==> src/rtl/sp_pkg.sv <==
package sp_pkg;

   typedef enum logic [2:0] {
      SP_OP_IDLE = 3'd0,
      SP_OP_ADJ  = 3'd1,
      SP_OP_PUSH = 3'd2,
      SP_OP_PULL = 3'd3,
      SP_OP_LOAD = 3'd4,
      SP_OP_TOA  = 3'd5,
      SP_OP_TOXA = 3'd6,
      SP_OP_RSVD = 3'd7
   } sp_op_e;

endpackage

==> src/rtl/sp_next.sv <==
module sp_next
   import sp_pkg::*;
#(
   parameter int SP_W   = 9,
   parameter int DATA_W = 8,
   localparam int HI_W  = SP_W - DATA_W
) (
   input  sp_op_e            op,
   input  logic [SP_W-1:0]   sp_q,
   input  logic [DATA_W-1:0] a,
   input  logic [HI_W-1:0]   x_lo,
   input  logic [DATA_W-1:0] imm,
   output logic [SP_W-1:0]   sp_d
);

   localparam logic [SP_W-1:0] ONE = SP_W'(1);

   logic [SP_W-1:0] imm_sx;
   assign imm_sx = {{HI_W{imm[DATA_W-1]}}, imm};

   always_comb begin
      unique case (op)
         SP_OP_ADJ:  sp_d = sp_q + imm_sx;
         SP_OP_PUSH: sp_d = sp_q - ONE;
         SP_OP_PULL: sp_d = sp_q + ONE;
         SP_OP_LOAD: sp_d = {x_lo, a};
         default:    sp_d = sp_q;
      endcase
   end

endmodule

==> src/rtl/sp_addr.sv <==
module sp_addr
   import sp_pkg::*;
#(
   parameter int                SP_W       = 9,
   parameter int                ADDR_W     = 16,
   parameter logic [ADDR_W-1:0] STACK_BASE = '0
) (
   input  sp_op_e            op,
   input  logic [SP_W-1:0]   sp_q,
   output logic [ADDR_W-1:0] mem_addr,
   output logic              mem_wr,
   output logic              mem_rd
);

   localparam logic [SP_W-1:0] ONE = SP_W'(1);

   logic [SP_W-1:0] offset;

   always_comb begin
      mem_wr = (op == SP_OP_PUSH);
      mem_rd = (op == SP_OP_PULL);
      offset = mem_rd ? (sp_q + ONE) : sp_q;
   end

   generate
      if (ADDR_W == SP_W) begin : g_flat
         assign mem_addr = offset;
      end else begin : g_windowed
         assign mem_addr = {STACK_BASE[ADDR_W-1:SP_W], offset};
      end
   endgenerate

endmodule

==> src/rtl/sp_result.sv <==
module sp_result
   import sp_pkg::*;
#(
   parameter int SP_W   = 9,
   parameter int DATA_W = 8,
   localparam int HI_W  = SP_W - DATA_W
) (
   input  sp_op_e            op,
   input  logic [SP_W-1:0]   sp_q,
   input  logic [DATA_W-1:0] a,
   input  logic [DATA_W-1:0] x,
   output logic [DATA_W-1:0] res_a,
   output logic [DATA_W-1:0] res_x
);

   logic [DATA_W-1:0] hi_byte;

   generate
      if (HI_W == DATA_W) begin : g_full_hi
         assign hi_byte = sp_q[SP_W-1:DATA_W];
      end else begin : g_part_hi
         assign hi_byte = {{(DATA_W-HI_W){1'b0}}, sp_q[SP_W-1:DATA_W]};
      end
   endgenerate

   always_comb begin
      res_a = a;
      res_x = x;
      if (op == SP_OP_TOA || op == SP_OP_TOXA) res_a = sp_q[DATA_W-1:0];
      if (op == SP_OP_TOXA)                    res_x = hi_byte;
   end

endmodule

==> src/rtl/sp_unit.sv <==
module sp_unit
   import sp_pkg::*;
#(
   parameter int                SP_W       = 9,
   parameter int                DATA_W     = 8,
   parameter int                ADDR_W     = 16,
   parameter logic [ADDR_W-1:0] STACK_BASE = '0,
   parameter logic [SP_W-1:0]   RESET_SP   = '1
) (
   input  logic              clk,
   input  logic              rst,
   input  logic [2:0]        op,
   input  logic [DATA_W-1:0] a_in,
   input  logic [DATA_W-1:0] x_in,
   input  logic [DATA_W-1:0] imm,
   input  logic [DATA_W-1:0] wr_data,
   output logic [SP_W-1:0]   sp,
   output logic [ADDR_W-1:0] mem_addr,
   output logic              mem_wr,
   output logic              mem_rd,
   output logic [DATA_W-1:0] mem_wdata,
   output logic [DATA_W-1:0] res_a,
   output logic [DATA_W-1:0] res_x
);

   localparam int HI_W = SP_W - DATA_W;

   generate
      if (HI_W < 1 || HI_W > DATA_W) begin : g_bad_width
         $error("sp_unit: pointer must be wider than one data byte and at most two");
      end
      if (ADDR_W < SP_W) begin : g_bad_addr
         $error("sp_unit: address narrower than pointer");
      end
      if (STACK_BASE[SP_W-1:0] != '0) begin : g_bad_base
         $error("sp_unit: stack base must be aligned to the pointer range");
      end
   endgenerate

   sp_op_e          op_e;
   logic [SP_W-1:0] sp_q;
   logic [SP_W-1:0] sp_d;

   assign op_e = sp_op_e'(op);

   sp_next #(.SP_W(SP_W), .DATA_W(DATA_W)) u_next (
      .op   (op_e),
      .sp_q (sp_q),
      .a    (a_in),
      .x_lo (x_in[HI_W-1:0]),
      .imm  (imm),
      .sp_d (sp_d)
   );

   sp_addr #(.SP_W(SP_W), .ADDR_W(ADDR_W), .STACK_BASE(STACK_BASE)) u_addr (
      .op       (op_e),
      .sp_q     (sp_q),
      .mem_addr (mem_addr),
      .mem_wr   (mem_wr),
      .mem_rd   (mem_rd)
   );

   sp_result #(.SP_W(SP_W), .DATA_W(DATA_W)) u_result (
      .op    (op_e),
      .sp_q  (sp_q),
      .a     (a_in),
      .x     (x_in),
      .res_a (res_a),
      .res_x (res_x)
   );

   always_ff @(posedge clk) begin
      if (rst) sp_q <= RESET_SP;
      else     sp_q <= sp_d;
   end

   assign sp        = sp_q;
   assign mem_wdata = wr_data;

endmodule

==> config.mk <==
export PLATFORM = sky130hd
export DESIGN_NAME = sp_unit
export DESIGN_NICKNAME = d
export VERILOG_FILES = /design/src/rtl/sp_pkg.sv /design/src/rtl/sp_next.sv /design/src/rtl/sp_addr.sv /design/src/rtl/sp_result.sv /design/src/rtl/sp_unit.sv
export SDC_FILE = /design/constraint.sdc
export NUM_CORES = 1
export LEC_CHECK = 0
export CORE_UTILIZATION = 55
export DETAILED_ROUTE_END_ITERATION = 10
export DONT_BUFFER_PORTS = 1
export PLACE_DENSITY = 0.69
export SKIP_CTS_REPAIR_TIMING = 1
export SLEW_MARGIN = 20
export SYNTH_ARGS = -nofsm -noshare
export SYNTH_HDL_FRONTEND = slang
export SYNTH_HIERARCHICAL = 1
export SYNTH_SLANG_ARGS = --single-unit
==> constraint.sdc <==
create_clock -name clk -period 2.93 [get_ports clk]
set_clock_uncertainty 0.15 [all_clocks]
set_input_delay 0.293 -clock clk [delete_from_list [all_inputs] [get_ports clk]]
set_output_delay 0.293 -clock clk [all_outputs]
set_load 0.05 [all_outputs]
==> summary.txt, run 1 <==
Pwr Density -> 556 nW/um^2
Slew headroom -> 42.4%
Switching part of the total power -> 55.4%
#FFs+latches synth -> 9
Fin. max-slew vios -> 0
I/O pin cnt -> 88
WL/cell -> 15.6 um
Yosys Warn Count -> 6
Flop pwr share -> 18.8%
Worst setup margin -> 396 ps
Proportion of layout cells with a drive suffix above 1 -> 22.2%
Ys async rst share -> 0%
Max Root-Sink Buffers -> 2
Number of global-route vias before repair -> 1067
Die area -> 2910 sq um
Sequential area share after synthesis -> 12.2%
Status -> finished, final reports clean
Nets@finish -> 243
Cell Chain, Critical Path -> nand2b_1 > nand2b_1 > ha_1 > fa_1 > nand3_1 > nand2_1 > a221oi_2 > xnor2_1 > mux2i_1 > nand2_1 > or2_1
CP Buf/Inv Count -> 0
Total routed wirelength -> 3500 um
Clk network pwr share -> 11.8%
Minimum clock period -> 2530 ps
Final antenna-violating net count -> 0
CP Class -> primary input to flip-flop
Total clock sinks -> 9
Die width -> 53.9 um
Grt total ovfl -> 0
Avg Cell Area, Syn -> 7.88 sq um
Vias per Instance -> 5.73
Layout Area Growth over Synthesis -> 3.63%
Net Sw Power -> 0.000473 W
GRT Total Usage -> 24.4%
Post-placement setup slack -> 136 ps
Worst Setup Start Kind -> primary input
Critical path fanouts, max -> 30
Detailed placement HPWL -> 2800 um
Pin slew with the least headroom to its limit -> 860 ps
Final Hold Fails -> 0
# diodes -> 0
Largest net degree at the start of global routing -> 31
Via count -> 1284
Max-cap violations -> 0
Buffers on Ports -> 0
Type of the tightest min-delay check -> primary input to flip-flop
WP data arrival -> 2540 ps
Number of flops mapped to enable cells by yosys -> 0
Chip height -> 53.9 um
Static leakage -> 0.713 nW
DR DRC count -> 0
Peak VDD IR -> 0.000362 V
CP required -> 2930 ps
Detailed Route Iter0 Violations -> 18
CTS buffer count -> 3
CP max-delay cell -> fa_1
GP Congestion -> 0.967
Initial antenna violation count -> 0
Initial Util -> 58.7%
Worst-Skew Late Latency -> 260 ps
Synthesized cell area -> 1480 sq um
Clk pin slew, worst setup/hold paths -> 70 ps
Fin Setup TNS -> 0 ps
First-pass GRT wire length -> 4970 um
Synth Flop Type -> dfxtp_1
Crit end category -> flip-flop
CP peak stage delay -> 400 ps
H-tree levels -> 1
Std-Cell Rows -> 18
RSZ-0062 raised after global routing -> no
Max reg flops -> 9
Power Internal -> 0.000380 W
Finish-stage setup viols -> 0
Max Clk Rate -> 395 MHz
Yosys cell types -> 46
Synthesized netlist cell count -> 188
1st-pass router iterations -> 4
Core ar. -> 2520 sq um
Family with the most delay on the worst path -> simple AND/OR/NAND/NOR gates
Period utilization -> 86.5%
Gate power share -> 69.4%
CTS tree -> yes
Root Buffer -> clkbuf_4
## through the flow
step	utilization (%)	power (W)	cell area [sq um]	hold WS, ps	instances
6_report	60.9	0.000853	1540	94.9	224
3_5_place_dp	59.4	0.000752	1500	246	219
5_1_grt	60.9	0.000912	1540	102	224
4_1_cts	60.5	0.000856	1530	-36.9	223
3_3_place_gp	59.4	0.000745	1500	244	219
2_1_floorplan	-	0.000693	1500	240	194
## cell type report
class / instances / area (sq um)
Multi-Input combinational cell: 161 / 1150
Fill cell: 242 / 987
Clock buffer: 4 / 26.3
Tap cell: 30 / 37.5
Inverter: 2 / 7.51
Sequential cell: 9 / 180
Timing Repair Buffer: 18 / 138
## routing by layer
layer  vias up  global-route usage, %  wire, um
met5         -                      0         0
met4         0                   7.46        34
met3         8                   9.60       344
met2        52                   39.7      1580
met1       569                   29.1      1540
li1        655                      -         -
## worst reg2reg max path: stages (launching register included)
cell,delay [ps]
dfxtp_1,320
ha_1,240
fa_1,400
nand3_1,90
nand2_1,120
a221oi_2,280
xnor2_1,200
mux2i_1,210
nand2_1,60
or2_1,200
## synthesized netlist by cell type (all sizes together) (4+ instances only)
cell type | count | area share (%)
or2 | 10 | 4.2
nor3 | 8 | 4.1
a211oi | 4 | 2.0
dfxtp | 9 | 12
buf | 17 | 8.4
mux2 | 10 | 7.9
and2 | 9 | 3.8
a21o | 14 | 7.3
nand3 | 5 | 1.7
clkbuf | 5 | 3.4
xor2 | 9 | 5.3
ha | 10 | 8.4
a31oi | 7 | 3.0
xnor2 | 5 | 3.0
nand2 | 28 | 7.3
nor2 | 8 | 2.5
a21oi | 6 | 2.0
## path summary, 6_finish.rpt
kind	start	endpoint	slack, ps	cells past startpoint
setup / recovery	op[2]	sp[8]	400	11
hold / removal	op[2]	sp[2]	90	3
setup reg to reg	sp[0]	sp[8]	560	9
hold reg to reg	sp[0]	sp[0]	720	5
## logic make-up after synthesis
logic type	Yosys count	synth area share (%)
simple gates	81	31.1
compound gates	37	17.6
buf+inv	24	12.3
xor+xnor	14	8.28
fa+ha+maj	11	9.80
mux	11	8.53
flops	9	12.2
other cells	1	0.253
## power by group through the flow
| stage | clock, W | combinational, W | sequential [W] |
|---|---|---|---|
| final | 0.000100 | 0.000592 | 0.000160 |
| after global routing | 0.000110 | 0.000640 | 0.000162 |
| after CTS | 0.000105 | 0.000591 | 0.000160 |
| after detailed placement | 0 | 0.000590 | 0.000163 |
| after global placement | 0 | 0.000583 | 0.000162 |
| after floorplan | 0 | 0.000467 | 0.000226 |
## layout by cell type, fill, tap and decap left out, types with 2 or more instances in the layout
cell | synthesis | routed
xnor2_1 | 5 | 5
a21o_1 | 12 | 12
or2_1 | 9 | 9
nor2_1 | 7 | 7
mux2_2 | 9 | 9
dfxtp_1 | 9 | 9
nand4_1 | 2 | 2
inv_1 | 2 | 2
and2_0 | 2 | 2
nor3_2 | 4 | 4
clkbuf_4 | 0 | 3
nand3_1 | 5 | 5
xor2_1 | 9 | 9
nor3_1 | 4 | 4
ha_1 | 10 | 10
conb_1 | 1 | 7
nand2_1 | 27 | 27
a211oi_1 | 4 | 4
a21o_2 | 2 | 2
and2_1 | 7 | 7
a21oi_1 | 6 | 6
buf_4 | 16 | 17
a31oi_1 | 7 | 7
nand3b_1 | 2 | 2
o21ai_0 | 2 | 2
nand2b_1 | 2 | 2
(Power assumes the default switching activity.)
==> inputs of run 2 (changes only) <==
- RECOVER_POWER: default -> 50
- SETUP_SLACK_MARGIN: default -> 0.5
==> run 2 against run 1 <==
The run now ends with max-capacitance violations, max-slew violations left. Die area unchanged. Global-route usage decreased by 1.1 points. Cell count unchanged. First-iteration DRC count increased to 3.0 times the previous value. Register-to-register slack improved by 100 ps. Setup slack improved by 200 ps. Critical path depth increased by 1. Fmax increased by 8.6%. Core utilization increased by 3.3 points. Non-clock buffer count unchanged. Critical path type unchanged.
==> summary.txt, run 2 (synthesis results as in run 1) <==
Status -> finished, violations left
Violated checks -> max-capacitance violations, max-slew violations
H-tree levels -> 1 (unchanged)
Max Root-Sink Buffers -> 2 (unchanged)
CP peak stage delay -> 250 ps (-150 ps)
Crit Reg-Reg Startpoint -> sp[5]
Die area -> 2910 sq um (unchanged)
CP Buf/Inv Count -> 1 (+1)
Pwr Density -> 547 nW/um^2 (-1.6%)
Clk network pwr share -> 11.3% (-0.5 points)
Total clock sinks -> 9 (unchanged)
Fin. max-slew vios -> 1 (+1)
First-pass GRT wire length -> 4900 um (-1.4%)
Pin slew with the least headroom to its limit -> 1590 ps (+730 ps)
Chip height -> 53.9 um (unchanged)
R2r setup slk -> 660 ps (+100 ps)
Most frequent cells in the layout -> nand2_1, buf_4, a21o_1
Grt total ovfl -> 0 (unchanged)
CP Class -> primary input to flip-flop
Clk pin slew, worst setup/hold paths -> 70 ps (about the same)
Total routed wirelength -> 3580 um (+2.3%)
RSZ-0062 raised after global routing -> yes
Detailed placement HPWL -> 2730 um (-2.5%)
# diodes -> 0 (unchanged)
Core ar. -> 2520 sq um (unchanged)
CTS buffer count -> 3 (unchanged)
Die width -> 53.9 um (unchanged)
Detailed Route Iter0 Violations -> 54 (+36)
Sequential cell area -> 190 sq um (+5.6%)
Nets@finish -> 243 (unchanged)
Period utilization -> 79.7% (-6.8 points)
CP startpoint -> op[2]
Critical path fanouts, max -> 30 (unchanged)
Flop pwr share -> 21.2% (+2.4 points)
Finish-stage setup viols -> 0 (unchanged)
Gate power share -> 67.5% (-1.9 points)
Worst Setup Start Kind -> primary input
Worst-Skew Late Latency -> 260 ps (about the same)
Minimum clock period -> 2330 ps (-200 ps)
WL/cell -> 16.0 um (+2.3%)
Peak VDD IR -> 0.000435 V (+20%)
Buffers on Ports -> 0 (unchanged)
I/O pin cnt -> 88 (unchanged)
GP Congestion -> 0.917 (-5.2%)
Switching part of the total power -> 55.0% (-0.36 points)
GRT Total Usage -> 23.3% (-1.1 points)
Area of the multi-input gates -> 1210 sq um (+5.9%)
Static leakage -> 0.724 nW (+1.5%)
Max-cap violations -> 1 (+1)
Final antenna-violating net count -> 0 (unchanged)
Crit end category -> flip-flop
Type of the tightest min-delay check -> primary input to flip-flop
Worst setup path end -> sp[8]
Final Total Pwr -> 0.000884 W (+3.6%)
Crit path depth -> 12 (+1)
Vias per Instance -> 6.00 (+4.6%)
Cell Chain, Critical Path -> nand2b_4 > nor2_4 > buf_4 > a21o_1 > ha_1 > a21oi_1 > nand2_2 > a221oi_2 > xnor2_1 > mux2i_1 > nand2_1 > or2_1
Root Buffer -> clkbuf_4
Fin Setup TNS -> 0 ps (unchanged)
Std-Cell Rows -> 18 (unchanged)
Initial antenna violation count -> 0 (unchanged)
Via count -> 1343 (+4.6%)
DR DRC count -> 0 (unchanged)
CTS tree -> yes
Fillers -> 230 (-5.0%)
Power Internal -> 0.000398 W (+4.5%)
1st-pass router iterations -> 4 (unchanged)
Worst r2r dst -> sp[8]
Proportion of layout cells with a drive suffix above 1 -> 27.3% (+5.2 points)
WP data arrival -> 2340 ps (-200 ps)
Family with the most delay on the worst path -> simple AND/OR/NAND/NOR gates
Largest net degree at the start of global routing -> 31 (unchanged)
Most common cell after layout, fill and taps aside -> nand2_1
CP required -> 2930 ps (about the same)
Initial Util -> 58.7% (unchanged)
Layout Area Growth over Synthesis -> 9.21%
Register-to-Register Path Depth -> 8 (-1)
Net Sw Power -> 0.000487 W (+3.0%)
Slew headroom -> -6.25% (-49 points)
Max reg flops -> 9 (unchanged)
Max Clk Rate -> 428 MHz (+8.6%)
Number of global-route vias before repair -> 1071 (+0.37%)
CP max-delay cell -> ha_1
Final Hold Fails -> 0 (unchanged)
[run 2: area by class of cell]
class | count | area share [%]
Sequential cell | 9 | 11.8
Clock buffer | 4 | 1.62
Tap cell | 30 | 2.32
Timing Repair Buffer | 18 | 8.82
Inverter | 2 | 0.464
Multi-Input combinational cell | 161 | 75.0
[run 2: stage by stage]
| stage | std cells | hold WS (ps) | cell area (sq um) | util [%] | worst slack [ps] |
|---|---|---|---|---|---|
| detailed placement | 216 | 248 | 1510 | 60.0 | 341 |
| global placement | 216 | 245 | 1510 | 60.0 | 416 |
| floorplan | 194 | 243 | 1540 | - | 439 |
| CTS | 220 | -19.1 | 1540 | 61.0 | 441 |
| finish | 224 | 91.3 | 1620 | 64.1 | 596 |
| global route | 224 | 95.2 | 1620 | 64.1 | 470 |
[run 2: worst min path at each step]
stage               start  slack, ps  cells after the start     to
CTS                   rst        -20                      1  sp[6]
detailed placement    rst        250                      1  sp[5]
finish              op[2]         90                      3  sp[2]
floorplan             rst        240                      1  sp[5]
global route        op[2]        100                      2  sp[1]
global placement      rst        240                      1  sp[2]
[run 2: layer usage]
layer	global-route usage, %	up-vias	share of wire (%)
li1	-	649	-
met1	30.2	629	42
met2	40.1	61	50
met3	2.82	4	8.0
met4	6.14	0	0.53
met5	0	-	0
[run 2: worst min-delay path, stage by stage]
cell,delay (ps)
nand2_1,30
o21ai_0,50
or2_1,90
[run 2: power groups by stage]
stage	Combinational, W	Clock [W]	Sequential [W]
2_1_floorplan	0.000476	0	0.000229
5_1_grt	0.000642	0.000109	0.000190
3_3_place_gp	0.000561	0	0.000187
6_report	0.000597	0.000100	0.000187
4_1_cts	0.000573	0.0000985	0.000185
3_5_place_dp	0.000571	0	0.000187
==> inputs of run 3 (changes only) <==
- PLACE_DENSITY: 0.69 -> 0.72
- clock period: 2.93 -> 2.1 ns (I/O delays scaled with it)
==> run 3 against run 2 <==
The flow finishes with violations (negative setup slack). Via count up 7.5%. Worst hold slack worse by 83 ps. Setup slack worse by 720 ps. Sequential cell count unchanged. Sequential share of layout area down 1.7 points. Wire length up 14%. Power up 68%. First-iteration DRC count down 33%. Sequential power up 26%. Highest routed layer unchanged.
==> summary.txt, run 3 (synthesis results as in run 1) <==
Slew headroom -> 60.8% (+67 points)
Nets@finish -> 258 (+6.2%)
Root Buffer -> clkbuf_4
Status -> finished, violations left
Peak VDD IR -> 0.000540 V (+24%)
Period utilization -> 106%
Worst Setup Start Kind -> flip-flop
Max Clk Rate -> 451 MHz
1st-pass router iterations -> 4 (unchanged)
R2r setup slk -> -120 ps (-780 ps)
Most common cell after layout, fill and taps aside -> nand2_1
Buffers on Ports -> 0 (unchanged)
Final Hold Fails -> 0 (unchanged)
Clk pin slew, worst setup/hold paths -> 70 ps (about the same)
Final antenna-violating net count -> 0 (unchanged)
CP required -> 2110 ps (-820 ps)
Worst-Skew Late Latency -> 270 ps (about the same)
Minimum clock period -> 2220 ps
Vias per Instance -> 6.04 (+0.77%)
Grt total ovfl -> 0 (unchanged)
Detailed Route Iter0 Violations -> 36 (-33%)
CTS buffer count -> 3 (unchanged)
Total routed wirelength -> 4090 um (+14%)
CP max-delay cell -> dfxtp_4
Hold slack final -> 7.93 ps (-83.4 ps)
Largest net degree at the start of global routing -> 31 (unchanged)
Die width -> 53.9 um (unchanged)
Cell Chain, Critical Path -> ha_4 > fa_2 > nand3_2 > nand2_4 > a221oi_2 > xnor2_1 > mux2i_1 > nand2_1 > or2_1
Final Util -> 82.6% (+19 points)
GP Congestion -> 0.865 (-5.7%)
Proportion of layout cells with a drive suffix above 1 -> 45.5% (+18 points)
Fin. max-slew vios -> 0 (-1)
Initial antenna violation count -> 0 (unchanged)
WP data arrival -> 2220 ps (-120 ps)
H-tree levels -> 1 (unchanged)
# diodes -> 0 (unchanged)
CTS tree -> yes
Max-cap violations -> 0 (-1)
Max Root-Sink Buffers -> 2 (unchanged)
Most frequent cells in the layout -> nand2_1, buf_4, a21o_1
Static leakage -> 0.919 nW (+27%)
Max reg flops -> 9 (unchanged)
Total clock sinks -> 9 (unchanged)
Layout Area Growth over Synthesis -> 40.7%
Critical path fanouts, max -> 3 (-90%)
GRT Total Usage -> 27.6% (+4.3 points)
Finish-stage setup viols -> 5 (+5)
Number of global-route vias before repair -> 1205 (+13%)
Detailed placement HPWL -> 3070 um (+12%)
Worst setup margin -> -119 ps (-715 ps)
WL/cell -> 17.1 um (+7.0%)
Crit end category -> flip-flop
Pin slew with the least headroom to its limit -> 590 ps (-1000 ps)
Via count -> 1444 (+7.5%)
I/O pin cnt -> 88 (unchanged)
Core ar. -> 2520 sq um (unchanged)
First-pass GRT wire length -> 5690 um (+16%)
RSZ-0062 raised after global routing -> yes
CP peak stage delay -> 360 ps (+110 ps)
Type of the tightest min-delay check -> primary input to flip-flop
Pwr Density -> 714 nW/um^2 (+31%)
Initial Util -> 58.7% (unchanged)
Violated checks -> negative setup slack
DR DRC count -> 0 (unchanged)
Std-Cell Rows -> 18 (unchanged)
CP Buf/Inv Count -> 0 (-1)
Family with the most delay on the worst path -> adder cells
Die area -> 2910 sq um (unchanged)
Chip height -> 53.9 um (unchanged)
CP Class -> flip-flop to flip-flop
-- run 3: cell count changes in the layout (fill, tap and decap cells not counted), moves of 4 or more --
cell / delta
and2_1: +7
dfxtp_1: -4
buf_12: +5
nor3_4: +4
nand2_4: +4
dfxtp_4: +6
xor2_1: -5
xor2_4: +4
buf_6: +5
and2_0: -8
-- run 3: worst paths after layout --
check             start     to  cells after the start
setup / recovery  sp[0]  sp[8]                      9
hold / removal    op[2]  sp[4]                      2
setup reg to reg  sp[0]  sp[8]                      9
hold reg to reg   sp[5]  sp[6]                      5
-- run 3: through the flow --
step | power (W) | setup slack (ps) | area (sq um) | TNS [ps] | instances
final | 0.00149 | -119 | 2080 | -245 | 239
after CTS | 0.00135 | -147 | 1870 | -684 | 234
after global placement | 0.00118 | -272 | 1840 | -1310 | 230
after global routing | 0.00157 | -269 | 2080 | -854 | 239
after detailed placement | 0.00121 | -370 | 1840 | -1710 | 230
after floorplan | 0.00107 | -263 | 1780 | -937 | 194
-- run 3: worst register-to-register path, delay by kind of cell (launching register included) --
family | cells | cell delay, ps
adder cells (fa/ha/maj) | 2 | 520
flip-flops | 1 | 360
AO/OA/AOI/OAI | 1 | 240
multiplexers | 1 | 230
XOR/XNOR | 1 | 170
AND/OR/NAND/NOR | 4 | 450
-- run 3: cell type report --
| cell class | instances | area (sq um) |
|---|---|---|
| clock buffers | 4 | 26.3 |
| fillers | 160 | 438 |
| inverters | 2 | 7.51 |
| multi-input cells | 161 | 1460 |
| flip-flops and latches | 9 | 210 |
| well taps | 30 | 37.5 |
| repair buffers | 33 | 343 |
-- run 3: layer usage --
metal	global-route usage, %	wire (um)	vias up	part of all wire [%]
met4	14.0	100	0	2.4
li1	-	-	683	-
met1	35.1	1690	677	41
met2	44.2	2030	71	50
met5	0	0	-	0
met3	4.80	269	13	6.6
-- run 3: power breakdown --
group / leakage [nW] / internal (W) / total, W / switching, W
registers: 0.0755 / 0.000198 / 0.000236 / 0.0000382
logic: 0.829 / 0.000435 / 0.00111 / 0.000675
clock network: 0.0150 / 0.0000736 / 0.000142 / 0.0000686
